[src/rtl/feedwd_pkg.sv]
package feedwd_pkg;

    localparam int unsigned REG_ADDR_W = 4;

    localparam logic [REG_ADDR_W-1:0] OFS_MODE = 4'h0;
    localparam logic [REG_ADDR_W-1:0] OFS_TC   = 4'h4;
    localparam logic [REG_ADDR_W-1:0] OFS_FEED = 4'h8;
    localparam logic [REG_ADDR_W-1:0] OFS_VAL  = 4'hC;

    localparam logic [7:0] KEY_FIRST  = 8'hAA;
    localparam logic [7:0] KEY_SECOND = 8'h55;

    localparam int unsigned MODE_W = 4;

    typedef enum logic [2:0] {
        RS_NONE,
        RS_MODE,
        RS_TC,
        RS_FEED,
        RS_VAL
    } reg_sel_t;

    typedef enum logic {
        FS_IDLE,
        FS_KEYED
    } feed_state_t;

    // bit 3 .. bit 0 of the mode register
    typedef struct packed {
        logic intf;
        logic tof;
        logic rsten;
        logic en;
    } mode_t;

    function automatic reg_sel_t decode_reg(input logic [REG_ADDR_W-1:0] a);
        reg_sel_t r;
        case (a)
            OFS_MODE: r = RS_MODE;
            OFS_TC:   r = RS_TC;
            OFS_FEED: r = RS_FEED;
            OFS_VAL:  r = RS_VAL;
            default:  r = RS_NONE;
        endcase
        return r;
    endfunction

    function automatic logic key_match(input logic [7:0] b, input logic [7:0] k);
        return b == k;
    endfunction

endpackage

[src/rtl/feedwd_regif.sv]
module feedwd_regif
    import feedwd_pkg::*;
#(
    parameter int DATA_W = 32,
    parameter int CNT_W  = 32,
    parameter int ADDR_W = 4
) (
    input  logic              sel,
    input  logic              we,
    input  logic [ADDR_W-1:0] addr,
    input  mode_t             mode,
    input  logic [CNT_W-1:0]  tc,
    input  logic [CNT_W-1:0]  cnt,
    output logic              wr_mode,
    output logic              wr_tc,
    output logic              wr_feed,
    output logic              access,
    output logic [DATA_W-1:0] rdata
);

    reg_sel_t rs;

    always_comb begin
        rs = decode_reg(REG_ADDR_W'(addr));
        if (ADDR_W > REG_ADDR_W) begin
            if ((addr >> REG_ADDR_W) != '0) rs = RS_NONE;
        end
    end

    assign access  = sel;
    assign wr_mode = sel && we && (rs == RS_MODE);
    assign wr_tc   = sel && we && (rs == RS_TC);
    assign wr_feed = sel && we && (rs == RS_FEED);

    always_comb begin
        rdata = '0;
        case (rs)
            RS_MODE: rdata[MODE_W-1:0] = mode;
            RS_TC:   rdata = DATA_W'(tc);
            RS_VAL:  rdata = DATA_W'(cnt);
            default: rdata = '0;
        endcase
    end

endmodule

[src/rtl/feedwd_feed.sv]
module feedwd_feed
    import feedwd_pkg::*;
(
    input  logic       clk,
    input  logic       rst,
    input  logic       access,
    input  logic       wr_feed,
    input  logic [7:0] key,
    output logic       feed_ok
);

    feed_state_t st_q, st_d;

    always_comb begin
        st_d    = st_q;
        feed_ok = 1'b0;
        if (access) begin
            if (wr_feed && key_match(key, KEY_FIRST)) begin
                st_d = FS_KEYED;
            end else begin
                st_d = FS_IDLE;
                if (st_q == FS_KEYED && wr_feed && key_match(key, KEY_SECOND))
                    feed_ok = 1'b1;
            end
        end
    end

    always_ff @(posedge clk) begin
        if (rst) st_q <= FS_IDLE;
        else     st_q <= st_d;
    end

endmodule

[src/rtl/feedwd_mode.sv]
module feedwd_mode
    import feedwd_pkg::*;
(
    input  logic       clk,
    input  logic       rst_por,
    input  logic       rst_sys,
    input  logic       wr_mode,
    input  logic [2:0] wbits,
    input  logic       feed_ok,
    input  logic       expire,
    output mode_t      mode_q
);

    logic pend_en_q;
    logic pend_rst_q;

    always_ff @(posedge clk) begin
        if (rst_por || rst_sys) begin
            mode_q.en    <= 1'b0;
            mode_q.rsten <= 1'b0;
            mode_q.intf  <= 1'b0;
            pend_en_q    <= 1'b0;
            pend_rst_q   <= 1'b0;
            if (rst_por) mode_q.tof <= 1'b0;
        end else begin
            if (wr_mode) begin
                pend_en_q  <= pend_en_q  | wbits[0];
                pend_rst_q <= pend_rst_q | wbits[1];
                if (!wbits[2]) mode_q.tof <= 1'b0;
            end
            if (feed_ok) begin
                mode_q.en    <= mode_q.en    | pend_en_q;
                mode_q.rsten <= mode_q.rsten | pend_rst_q;
                pend_en_q    <= 1'b0;
                pend_rst_q   <= 1'b0;
            end
            if (expire) begin
                mode_q.en    <= 1'b0;
                mode_q.rsten <= 1'b0;
                mode_q.tof   <= 1'b1;
                if (!mode_q.rsten) mode_q.intf <= 1'b1;
            end
        end
    end

endmodule

[src/rtl/feedwd_count.sv]
module feedwd_count #(
    parameter int              CNT_W    = 32,
    parameter logic [CNT_W-1:0] TC_RESET = CNT_W'(8'hFF)
) (
    input  logic             clk,
    input  logic             rst,
    input  logic             tick,
    input  logic             run,
    input  logic             feed_ok,
    input  logic             wr_tc,
    input  logic [CNT_W-1:0] tc_wdata,
    output logic [CNT_W-1:0] tc_q,
    output logic [CNT_W-1:0] cnt_q,
    output logic             expire
);

    logic at_zero;
    logic step;

    assign at_zero = (cnt_q == '0);
    assign step    = run && tick;
    assign expire  = step && at_zero && !feed_ok;

    always_ff @(posedge clk) begin
        if (rst) begin
            tc_q  <= TC_RESET;
            cnt_q <= TC_RESET;
        end else begin
            if (wr_tc) tc_q <= tc_wdata;
            if (feed_ok)
                cnt_q <= tc_q;
            else if (step && !at_zero)
                cnt_q <= cnt_q - 1'b1;
        end
    end

endmodule

[src/rtl/feedwd_top.sv]
module feedwd_top
    import feedwd_pkg::*;
#(
    parameter int DATA_W = 32,
    parameter int CNT_W  = 32,
    parameter int ADDR_W = 4
) (
    input  logic              clk,
    input  logic              rst_por,
    input  logic              rst_sys,
    input  logic              wdt_tick,
    input  logic              bus_sel,
    input  logic              bus_we,
    input  logic [ADDR_W-1:0] bus_addr,
    input  logic [DATA_W-1:0] bus_wdata,
    output logic [DATA_W-1:0] bus_rdata,
    output logic              irq_o,
    output logic              rst_req_o
);

    localparam logic [CNT_W-1:0] TC_INIT = CNT_W'(8'hFF);

    logic             rst_any;
    logic             wr_mode, wr_tc, wr_feed, access;
    logic             feed_ok, expire;
    mode_t            mode_q;
    logic [CNT_W-1:0] tc_q, cnt_q;
    logic             rst_req_q;

    assign rst_any = rst_por | rst_sys;

    feedwd_regif #(.DATA_W(DATA_W), .CNT_W(CNT_W), .ADDR_W(ADDR_W)) u_regif (
        .sel     (bus_sel),
        .we      (bus_we),
        .addr    (bus_addr),
        .mode    (mode_q),
        .tc      (tc_q),
        .cnt     (cnt_q),
        .wr_mode (wr_mode),
        .wr_tc   (wr_tc),
        .wr_feed (wr_feed),
        .access  (access),
        .rdata   (bus_rdata)
    );

    feedwd_feed u_feed (
        .clk     (clk),
        .rst     (rst_any),
        .access  (access),
        .wr_feed (wr_feed),
        .key     (bus_wdata[7:0]),
        .feed_ok (feed_ok)
    );

    feedwd_mode u_mode (
        .clk     (clk),
        .rst_por (rst_por),
        .rst_sys (rst_sys),
        .wr_mode (wr_mode),
        .wbits   (bus_wdata[2:0]),
        .feed_ok (feed_ok),
        .expire  (expire),
        .mode_q  (mode_q)
    );

    feedwd_count #(.CNT_W(CNT_W), .TC_RESET(TC_INIT)) u_count (
        .clk      (clk),
        .rst      (rst_any),
        .tick     (wdt_tick),
        .run      (mode_q.en),
        .feed_ok  (feed_ok),
        .wr_tc    (wr_tc),
        .tc_wdata (bus_wdata[CNT_W-1:0]),
        .tc_q     (tc_q),
        .cnt_q    (cnt_q),
        .expire   (expire)
    );

    always_ff @(posedge clk) begin
        if (rst_any) rst_req_q <= 1'b0;
        else         rst_req_q <= expire && mode_q.rsten;
    end

    assign rst_req_o = rst_req_q;
    assign irq_o     = mode_q.intf;

endmodule

[config.mk]
export PLATFORM = sky130hd
export DESIGN_NAME = feedwd_top
export DESIGN_NICKNAME = d
export VERILOG_FILES = /design/src/rtl/feedwd_pkg.sv /design/src/rtl/feedwd_regif.sv /design/src/rtl/feedwd_feed.sv /design/src/rtl/feedwd_mode.sv /design/src/rtl/feedwd_count.sv /design/src/rtl/feedwd_top.sv
export SDC_FILE = /design/constraint.sdc
export NUM_CORES = 1
export LEC_CHECK = 0
export ABC_AREA = 1
export BUFFER_PORTS_ARGS = -buffer_cell sky130_fd_sc_hd__buf_2
export CORE_MARGIN = 10
export CORE_UTILIZATION = 36
export CTS_BUF_LIST = sky130_fd_sc_hd__clkbuf_8
export CTS_CLUSTER_SIZE = 25
export DETAILED_ROUTE_END_ITERATION = 8
export GPL_TIMING_DRIVEN = 0
export SYNTH_ARGS = -nofsm -noshare
export SYNTH_HDL_FRONTEND = slang
export SYNTH_SLANG_ARGS = --single-unit
[constraint.sdc]
create_clock -name clk -period 2.7 [get_ports clk]
set_input_delay 0.27 -clock clk [delete_from_list [all_inputs] [get_ports clk]]
set_output_delay 0.27 -clock clk [all_outputs]
set_load 0.01 [all_outputs]
---- Word-level counts from Yosys, hierarchy flattened ----
Index checks and enable logic that the tools add are counted.
storage, ports and cells
  register bits after elaboration ......... 72
  bits of input ports ..................... 42
  logic and storage cells ................. 66
cells by class
  add/subtract/negate cells ............... 1
  equal/unequal tests ..................... 11
  multiplexer cells ....................... 15
  bitwise logic cells ..................... 6
  reduce and logical (&&, ||, !) cells .... 23
operators by type and width
  kind                                                                   number
  32-bit 2-to-1 mux                                                      2
  28-bit case mux with 2 select lines                                    1
  32-bit logical NOT                                                     1
  32-bit by 1-bit subtractor with 32-bit output, second input constant   1
  1-bit logical AND                                                      12
  3-bit case mux with 4 select lines                                     1
  4-bit case mux with 3 select lines                                     1
  4-bit equality test, second input constant                             2
  8-bit by 7-bit equality test with 1-bit output, second input constant  1
  8-bit equality test, second input constant                             1
  1-bit 2-to-1 mux                                                       7
  3-bit by 2-bit equality test with 1-bit output, second input constant  2
  3-bit 2-to-1 mux                                                       2
  1-bit bitwise OR                                                       5
  4-bit by 3-bit equality test with 1-bit output, second input constant  1
  4-bit logical NOT                                                      1
  2-bit OR reduction                                                     2
  3-bit by 1-bit equality test with 1-bit output, second input constant  1
  3-bit equality test, second input constant                             1
  3-bit by 1-bit != test with 1-bit output, second input constant        1
  3-bit AND reduction                                                    1
  3-bit nonzero test                                                     1
  1-bit logical NOT                                                      2
  2-bit 2-to-1 mux                                                       1
  5 further kinds                                                        5

---- Depth between registers and ports, before layout ----
Gate-level depths: netlist (run 1).
  word-level depth ........................ 13
  mapped depth ............................ 12
  gate-level depth less buffers ........... 12

---- Modules after synthesis ----
A second synthesis (run 1) with hierarchy kept.
second synthesis, totals
  cells, all modules ...................... 771
  area total of the unflattened synthesis .. 4748.3 sq um
modules (own cells, without submodules)
  module        times used  cells each  area each (sq um)  sequential area each (sq um)
  feedwd_count  1           590         3722.3             1281.2
  feedwd_regif  1           127         653.1              0.0
  feedwd_mode   1           31          231.5              130.1
  feedwd_feed   1           17          97.6               20.0
  feedwd_top    1           6           43.8               20.0

---- Worst setup path after synthesis (run 1) ----
OpenSTA, ideal clock, no wires.
  kind .................................... register to register
  start point ............................. reg u_count.cnt_q[0]
  end point ............................... reg u_count.cnt_q[14]
  library setup time ...................... 0.136 ns
  data arrival time ....................... 1.609 ns
  slack ................................... 0.955 ns
  stages on the path, launching flop included .. 11
  path buffers ............................ 1
  cells stage by stage .................... dfxtp_1 -> inv_1 -> ha_1 -> nand2_2 -> nor2_8 -> nand2_4 -> o21ai_4 -> nand2_2 -> buf_2 -> nand2_1 -> a21oi_2
between the ends
  word-level cells in the longest chain between the ends .. 4
  elaborated cells between the ends (all ways) .. 7
  those cells by class .................... 1 x add/sub; 2 x mux; 4 x reduce/logical
RTL lines
  element                                                                                                RTL line            source
  start: declaration                                                                                     feedwd_count.sv:13  output logic [CNT_W-1:0] cnt_q,
  start signal: assignment                                                                               feedwd_count.sv:31  cnt_q <= tc_q;
  start signal: assignment                                                                               feedwd_count.sv:33  cnt_q <= cnt_q - 1'b1;
  parallel branches: the longest is 4 deep, another holds 32-bit by 1-bit subtractor with 32-bit output  -
Several ways; the timed one is not identified. The select of a mux whose other input is x is not followed.
A chain may end at the register's enable or synchronous reset.

---- Worst setup path after layout (run 1) ----
  start point ............................. reg u_count.cnt_q[0]
  end point ............................... reg u_count.cnt_q[25]
Same word-level chain as after synthesis.

==> impl_results.md, run 1 <==
- Via density: between 5 and 6
- Psw: around 530 uW
- Yosys cell types: 37
- Seq/Total Area, Yosys: 32.98%
- Syn Area/Cell: 6.155 um2
- Internal power: 1649 uW
- Synthesized area: between 4000 and 5000 um2
- Detailed-route DRC error count: 0
- Synth area leaders: dfxtp_1 (32%), nand2_1 (15%), nor2_1 (8.7%)
- Syn Inst Count: 715
- Max FO, Critical Path: 10
- DRT Pass-1 Iters: 5
- Met3 WL: 963 um
- # port buffers: 75
- Least-Margin Pin Slew: 0.7080 ns
- Worst-Skew Late Latency: between 0.3 and 0.4 ns
- Share of post-route cells with drive strength above 1: approximately 15%
- Max-slew violations: 0
- CTS tree: built
- Post-synth EDFFs: 1
- Vias: between 4k and 5k
- Post-DP HPWL: around 12 mm
- First-pass GRT wire length: 24.75 mm
- Setup bufs post-CTS: 0
- Hold depth: 3
- Clock period minus worst slack: 2.279 ns
- Gate power share: 5.5%
- Clk root buf: clkbuf_8
- Fmax: 438.8 MHz
- Worst-path clk slew: ~0.080 ns
- Drt wl/cell: 16.40 um
- Die width: between 100 and 150 um
- N_diodes: 0
- Hold buffer count at cts: 0
- CP Capture Type: flip-flop
- Type of the worst min-delay path: in -> reg
- Yosys top cell area share: between 30% and 40%
- Post-synth top flop: dfxtp_1
- Starting density of the core: 36.64%
- Post-route antenna net violation count: 0
- Clock Sinks: roughly 70
- Slowest cell on the critical path: buf_2
- Setup Crit Path Kind: reg -> reg
- Flops & latches, synth: 72
- Synth Warn #: 0
- Die Y: 130.6 um
- Most common library cells after synthesis: nand2_1 (177), nor2_1 (102), inv_1 (99), dfxtp_1 (71), nand3_1 (60)
- Placed cell count: 937
- Fin Setup TNS: 0 ns
- Power Density: 420.3 nW/um2
- GPL Wtd Cong: 0.9613
- Area grow syn2layout: 17.74%
- Largest net degree at the start of global routing: 13
- Reg2Reg Depth: 12
- Clock power share: 45.5%
- Worst Skew: 0.007197 ns
- Fin Hold WS: 0.1442 ns
- Gr ovfl total: 0
- Layout Nets: 844
- Fillers: 1347
- Vias in the first global route: between 4k and 5k
- Crit-path most repeated cell: nor2_1
- Overall track demand over capacity in global routing: a little under a fifth
- Max-slew headroom: 52.80%
- Crit-path max cell delay: about 0.35 ns
- PostCTS Resize Cnt: 0
- Unrepaired setup endpoints after global routing: false
- CTS Buffer Depth: 2
- Fin. Hold Viols: 0
- Asr flop ratio synth: 0%
- Worst path cell trace: inv_1 -> ha_1 -> nand2_2 -> nor2_8 -> nand2_4 -> inv_1 -> nand2_1 -> nand3_1 -> buf_2 -> nor2_1 -> nor2_1 -> nor2_1
- Max_cap viols: 0
- Post-synth top area cell: dfxtp_1
- DRT iter0 DRCs: 348
- Final Non-Filler Cells: 953
- DIE AREA: 17050 um2
- CP Data Arrival Time: 2.52 ns
- Most frequent cell after synthesis: nand2_1
- Final Setup Violations: 0
- M1 wire length: 7.430 mm
- Io pins: 76
- Flop pwr share: 49.0%
- FP Rows: 40
- H-tree depth: 3
- Switch share: 24.27%
- Critical Path Start Type: flip-flop
- Status: complete, no violations
- Top Layer Used: met4
- Met2 Wirelength: 6.972 mm
- Post-Route WL: about 16 mm
- Fin crit share: 84.41%
- CTS Buf Count: 9
- Initial antenna violation count: 0
- Placeable Area: 12010 um2
- Max IR drop VDD: 0.0002737 V
- Syn nets: 758
- Req. time, crit path: just under 3 ns
- Leak pwr: 0.002425 uW
[worst max-delay path, delay by kind of cell (launching register included)]
kind / cells / cell delay [ns]
buffers and inverters: 3 / 0.55
DFF: 1 / 0.32
adders and majority gates: 1 / 0.29
and+or+nand+nor: 8 / 1.00
[power by group through the flow]
| stage | logic (uW) | clock network [uW] | registers, uW |
|---|---|---|---|
| 2_1_floorplan | 55.0 | 0 | 1090 |
| 3_3_place_gp | 119 | 0 | 1090 |
| 3_5_place_dp | 119 | 0 | 1090 |
| 4_1_cts | 120 | 1000 | 1070 |
| 5_1_grt | 133 | 1050 | 1070 |
| 6_report | 119 | 991 | 1070 |
[placed cells by master (no fill, tap or decap), types with 3 or more instances in the layout]
cell | netlist | layout
nand3_1 | 60 | 60
nand4_1 | 14 | 14
buf_2 | 8 | 83
xor2_1 | 6 | 6
nor2_1 | 102 | 102
nor3_1 | 4 | 4
a21oi_1 | 41 | 41
inv_1 | 99 | 100
o221ai_1 | 3 | 3
o22ai_1 | 26 | 26
clkbuf_8 | 0 | 10
a21oi_2 | 5 | 5
o211ai_1 | 8 | 8
nand2_1 | 177 | 177
o21ai_0 | 47 | 47
clkbuf_1 | 14 | 14
inv_2 | 3 | 3
nand2_2 | 4 | 4
dfxtp_1 | 71 | 71
[cells by family (layout without fill, tap and decap cells)]
group / after synthesis / count (layout) / share of synthesized area, %
AOI/OAI and AO/OA: 133 / 133 / 17.37
xor gates and xnor gates: 6 / 6 / 1.194
adders and majority gates: 1 / 1 / 0.2843
buffers and inverters: 131 / 222 / 11.86
DFF: 72 / 72 / 32.98
and+or+nand+nor: 372 / 372 / 36.31
[path summary, 6_finish.rpt]
kind | slack (ns) | end | from
setup / recovery | 0.42 | u_count.cnt_q[25]$_SDFFE_PP0P_ | u_count.cnt_q[0]$_SDFFE_PP1P_
hold / removal | 0.14 | u_count.tc_q[7]$_SDFFE_PP1P_ | bus_wdata[7]
setup reg to reg | 0.42 | u_count.cnt_q[25]$_SDFFE_PP0P_ | u_count.cnt_q[0]$_SDFFE_PP1P_
hold reg to reg | 0.46 | u_count.cnt_q[0]$_SDFFE_PP1P_ | u_count.cnt_q[0]$_SDFFE_PP1P_
[sequential cells by signal, indices dropped and copies added, names as in the netlist]
signal,count
u_mode.mode_q,4
u_mode.pend_en_q,1
u_count.cnt_q,32
u_feed.st_q,1
u_mode.pend_rst_q,1
rst_req_o,1
u_count.tc_q,32
[metrics by stage]
stage	total power, uW	worst slack, ns	instance area, um2	utilization, %
5_1_grt	2250	0.2084	5181	43.14
3_5_place_dp	1212	0.4451	4960	41.29
3_3_place_gp	1212	0.4435	4960	41.29
2_1_floorplan	1147	0.9549	4400	-
4_1_cts	2189	0.4429	5181	43.14
6_report	2178	0.4210	5181	43.14
[final cells by class]
class / instances / area, um2 / area share [%]
clock inverters: 6 / 83.83 / 1.618
clock buffers: 10 / 137.6 / 2.656
flip-flops and latches: 72 / 1451 / 28.01
inverters: 104 / 391.6 / 7.559
plain buffers: 27 / 130.1 / 2.511
well taps: 147 / 183.9 / 3.550
multi-input cells: 512 / 2427 / 46.85
repair buffers: 75 / 375.4 / 7.245
[routing by layer]
metal	vias up	global-route usage, %
met5	-	0
met4	0	5.232
met3	18	3.586
met2	138	29.38
met1	2170	25.17
li1	2485	-
Power figures use the tool's default switching activity.
==> run 2, diff against run 1 <==
==> constraint.sdc (replaced) <==
create_clock -name clk -period 2.2 [get_ports clk]
set_input_delay 0.22 -clock clk [delete_from_list [all_inputs] [get_ports clk]]
set_output_delay 0.22 -clock clk [all_outputs]
set_load 0.01 [all_outputs]
==> run 2 against run 1 <==
Compared with the run above: clock skew is essentially flat; cell count grew 0.21%; utilization grew 0.33 points; critical path type is now in -> out; largest cell class unchanged.
==> impl_results.md, run 2 (synthesis gave the netlist of run 1 again) <==
- Vias in the first global route: 4690 (+0.064%)
- Total chip power: 2679 uW (+23%)
- Least-Margin Pin Slew: 0.7103 ns (+0.002270 ns)
- Final worst-path setup slack: 0.1709 ns (-0.2501 ns)
- FP Rows: 40 (unchanged)
- Most common cell after layout, fill and taps aside: nand2_1
- Fin crit share: 92.23%
- Req. time, crit path: 1.98 ns (-0.96 ns)
- CP Capture Type: output port
- N_diodes: 0 (unchanged)
- Gr ovfl total: 0 (unchanged)
- Max_cap viols: 0 (unchanged)
- DRT Pass-1 Iters: 5 (unchanged)
- Placed Instance Area: 4960 um2 (unchanged)
- CTS Buffer Depth: 2 (unchanged)
- # port buffers: 75 (unchanged)
- Max-slew headroom: 52.65% (-0.15 points)
- Final Setup Violations: 0 (unchanged)
- Fin area: 5221 um2 (+0.77%)
- Crit-path max cell delay: 0.30 ns (-0.05 ns)
- Type of the worst min-delay path: in -> reg
- Die Y: 130.6 um (unchanged)
- Layout Nets: 846 (+0.24%)
- Clock Sinks: 72 (unchanged)
- Drt wl/cell: 16.37 um (-0.20%)
- Share of post-route cells with drive strength above 1: 16.46% (+1.2 points)
- Worst path cell trace: buf_2 -> nor2_2 -> inv_2 -> nor3_4 -> inv_2 -> clkbuf_2 -> o22ai_1 -> buf_2
- Fin Hold WS: 0.09340 ns (-0.05081 ns)
- Unrepaired setup endpoints after global routing: false
- Initial antenna violation count: 0 (unchanged)
- Overall track demand over capacity in global routing: 18.58% (unchanged)
- Hold buffer count at cts: 0 (unchanged)
- Worst path bufs/invs: 5 (+2)
- Critical Path Start Type: input pin
- Top delay family on crit path: buffers and inverters
- First-pass GRT wire length: 24.76 mm (about the same)
- DRT iter0 DRCs: 386 (+11%)
- CTS tree: built
- Die width: 130.6 um (unchanged)
- Slowest cell on the critical path: nor3_4
- Max FO, Critical Path: 10 (unchanged)
- Worst-Skew Late Latency: 0.36 ns (about the same)
- Vias: 4883 (+1.5%)
- Fin. Hold Viols: 0 (unchanged)
- Starting density of the core: 36.64% (unchanged)
- Max-slew violations: 0 (unchanged)
- Post-DP HPWL: 12.32 mm (unchanged)
- Post-route antenna net violation count: 0 (unchanged)
- Power Density: 513.0 nW/um2 (+22%)
- Post-Route WL: 15.63 mm (about the same)
- CTS Buf Count: 9 (unchanged)
- DIE AREA: 17050 um2 (unchanged)
- Most frequent cells in the layout: nand2_1 (177), inv_1 (99), nor2_1 (99), buf_2 (82), dfxtp_1 (71)
- Detailed-route DRC error count: 0 (unchanged)
- Max IR drop VDD: 0.0003373 V (+23%)
- Biggest regs: u_count.cnt_q (32), u_count.tc_q (32), u_mode.mode_q (4)
- Placeable Area: 12010 um2 (unchanged)
- H-tree depth: 3 (unchanged)
- Largest net degree at the start of global routing: 13 (unchanged)
- Via density: 5.113 (+1.3%)
- Io pins: 76 (unchanged)
- Area grow syn2layout: 18.65%
- Setup Crit Path Kind: in -> out
- GPL Wtd Cong: 0.9613 (unchanged)
- Fmax: 492.8 MHz
- Clock period minus worst slack: 2.029 ns
- Pre-CTS WS: -0.02758 ns (-0.4727 ns)
- CP Data Arrival Time: 1.81 ns (-0.71 ns)
- Worst-path clk slew: 0.08 ns (about the same)
- Leak pwr: 0.002450 uW (+1.0%)
- Clk root buf: clkbuf_8
- Status: complete, no violations
- Worst Skew: 0.006828 ns (-0.0003690 ns)
-- run 2: cell types whose count changed in the layout (fill, tap and decap cells not counted), moves of 2 or more --
cell      change
clkbuf_2      +2
nor2_2        +3
nor2_1        -3
buf_4         +3
clkbuf_1      -2
-- run 2: worst reg2reg max path: cells and delay by family (launching register included) --
| family | cells | cell delay [ns] |
|---|---|---|
| buf+inv | 2 | 0.17 |
| flops | 1 | 0.32 |
| fa+ha+maj | 1 | 0.27 |
| compound gates | 1 | 0.13 |
| simple gates | 6 | 0.81 |
-- run 2: repair_timing --
item,4_1_cts,5_1_grt
setup buffers,0,2
setup endpoints to repair,15,44
gates resized for setup,1,11
hold endpoints to repair,0,0
pin swaps,1,3
-- run 2: layout make-up --
class | instances | area [um2]
inverter | 104 | 391.6
timing repair buffer | 77 | 390.4
buffer | 27 | 135.1
clock buffer | 10 | 137.6
multi-input combinational | 512 | 2447
sequential | 72 | 1451
clock inverter | 6 | 83.83
tap | 147 | 183.9
fill | 1346 | 6790
-- run 2: through the flow --
step / cells / TNS, ns / utilization [%]
final: 955 / 0 / 43.47
after detailed placement: 937 / -0.02890 / 41.29
after floorplan: 715 / 0 / -
after global routing: 955 / 0 / 43.47
after global placement: 937 / -0.009543 / 41.29
after CTS: 953 / 0 / 43.16
-- run 2: final timing paths --
path	start	to	slack [ns]	cells past startpoint
max reg2reg	u_count.cnt_q[0]$_SDFFE_PP1P_	u_mode.mode_q[2]$_SDFFCE_PP0P_	0.21	10
max	bus_addr[1]	bus_rdata[15]	0.17	8
min reg2reg	u_count.tc_q[29]$_SDFFE_PP0P_	u_count.tc_q[29]$_SDFFE_PP0P_	0.48	2
min	bus_wdata[7]	u_count.tc_q[7]$_SDFFE_PP1P_	0.09	3
-- run 2: report_power, final --
part / switching [uW] / total (uW) / internal [uW]
registers: 1.98 / 1310 / 1310
clock network: 558 / 1220 / 664
logic: 94.6 / 147 / 52.1
-- run 2: per-layer routing --
metal	vias up	share of wire, %	GRT usage [%]	routed length, um
li1	2495	-	-	-
met5	-	0	0	0
met3	18	7.2	3.586	1119
met2	169	45	29.41	7013
met1	2201	46	25.14	7238
met4	0	1.7	5.232	262
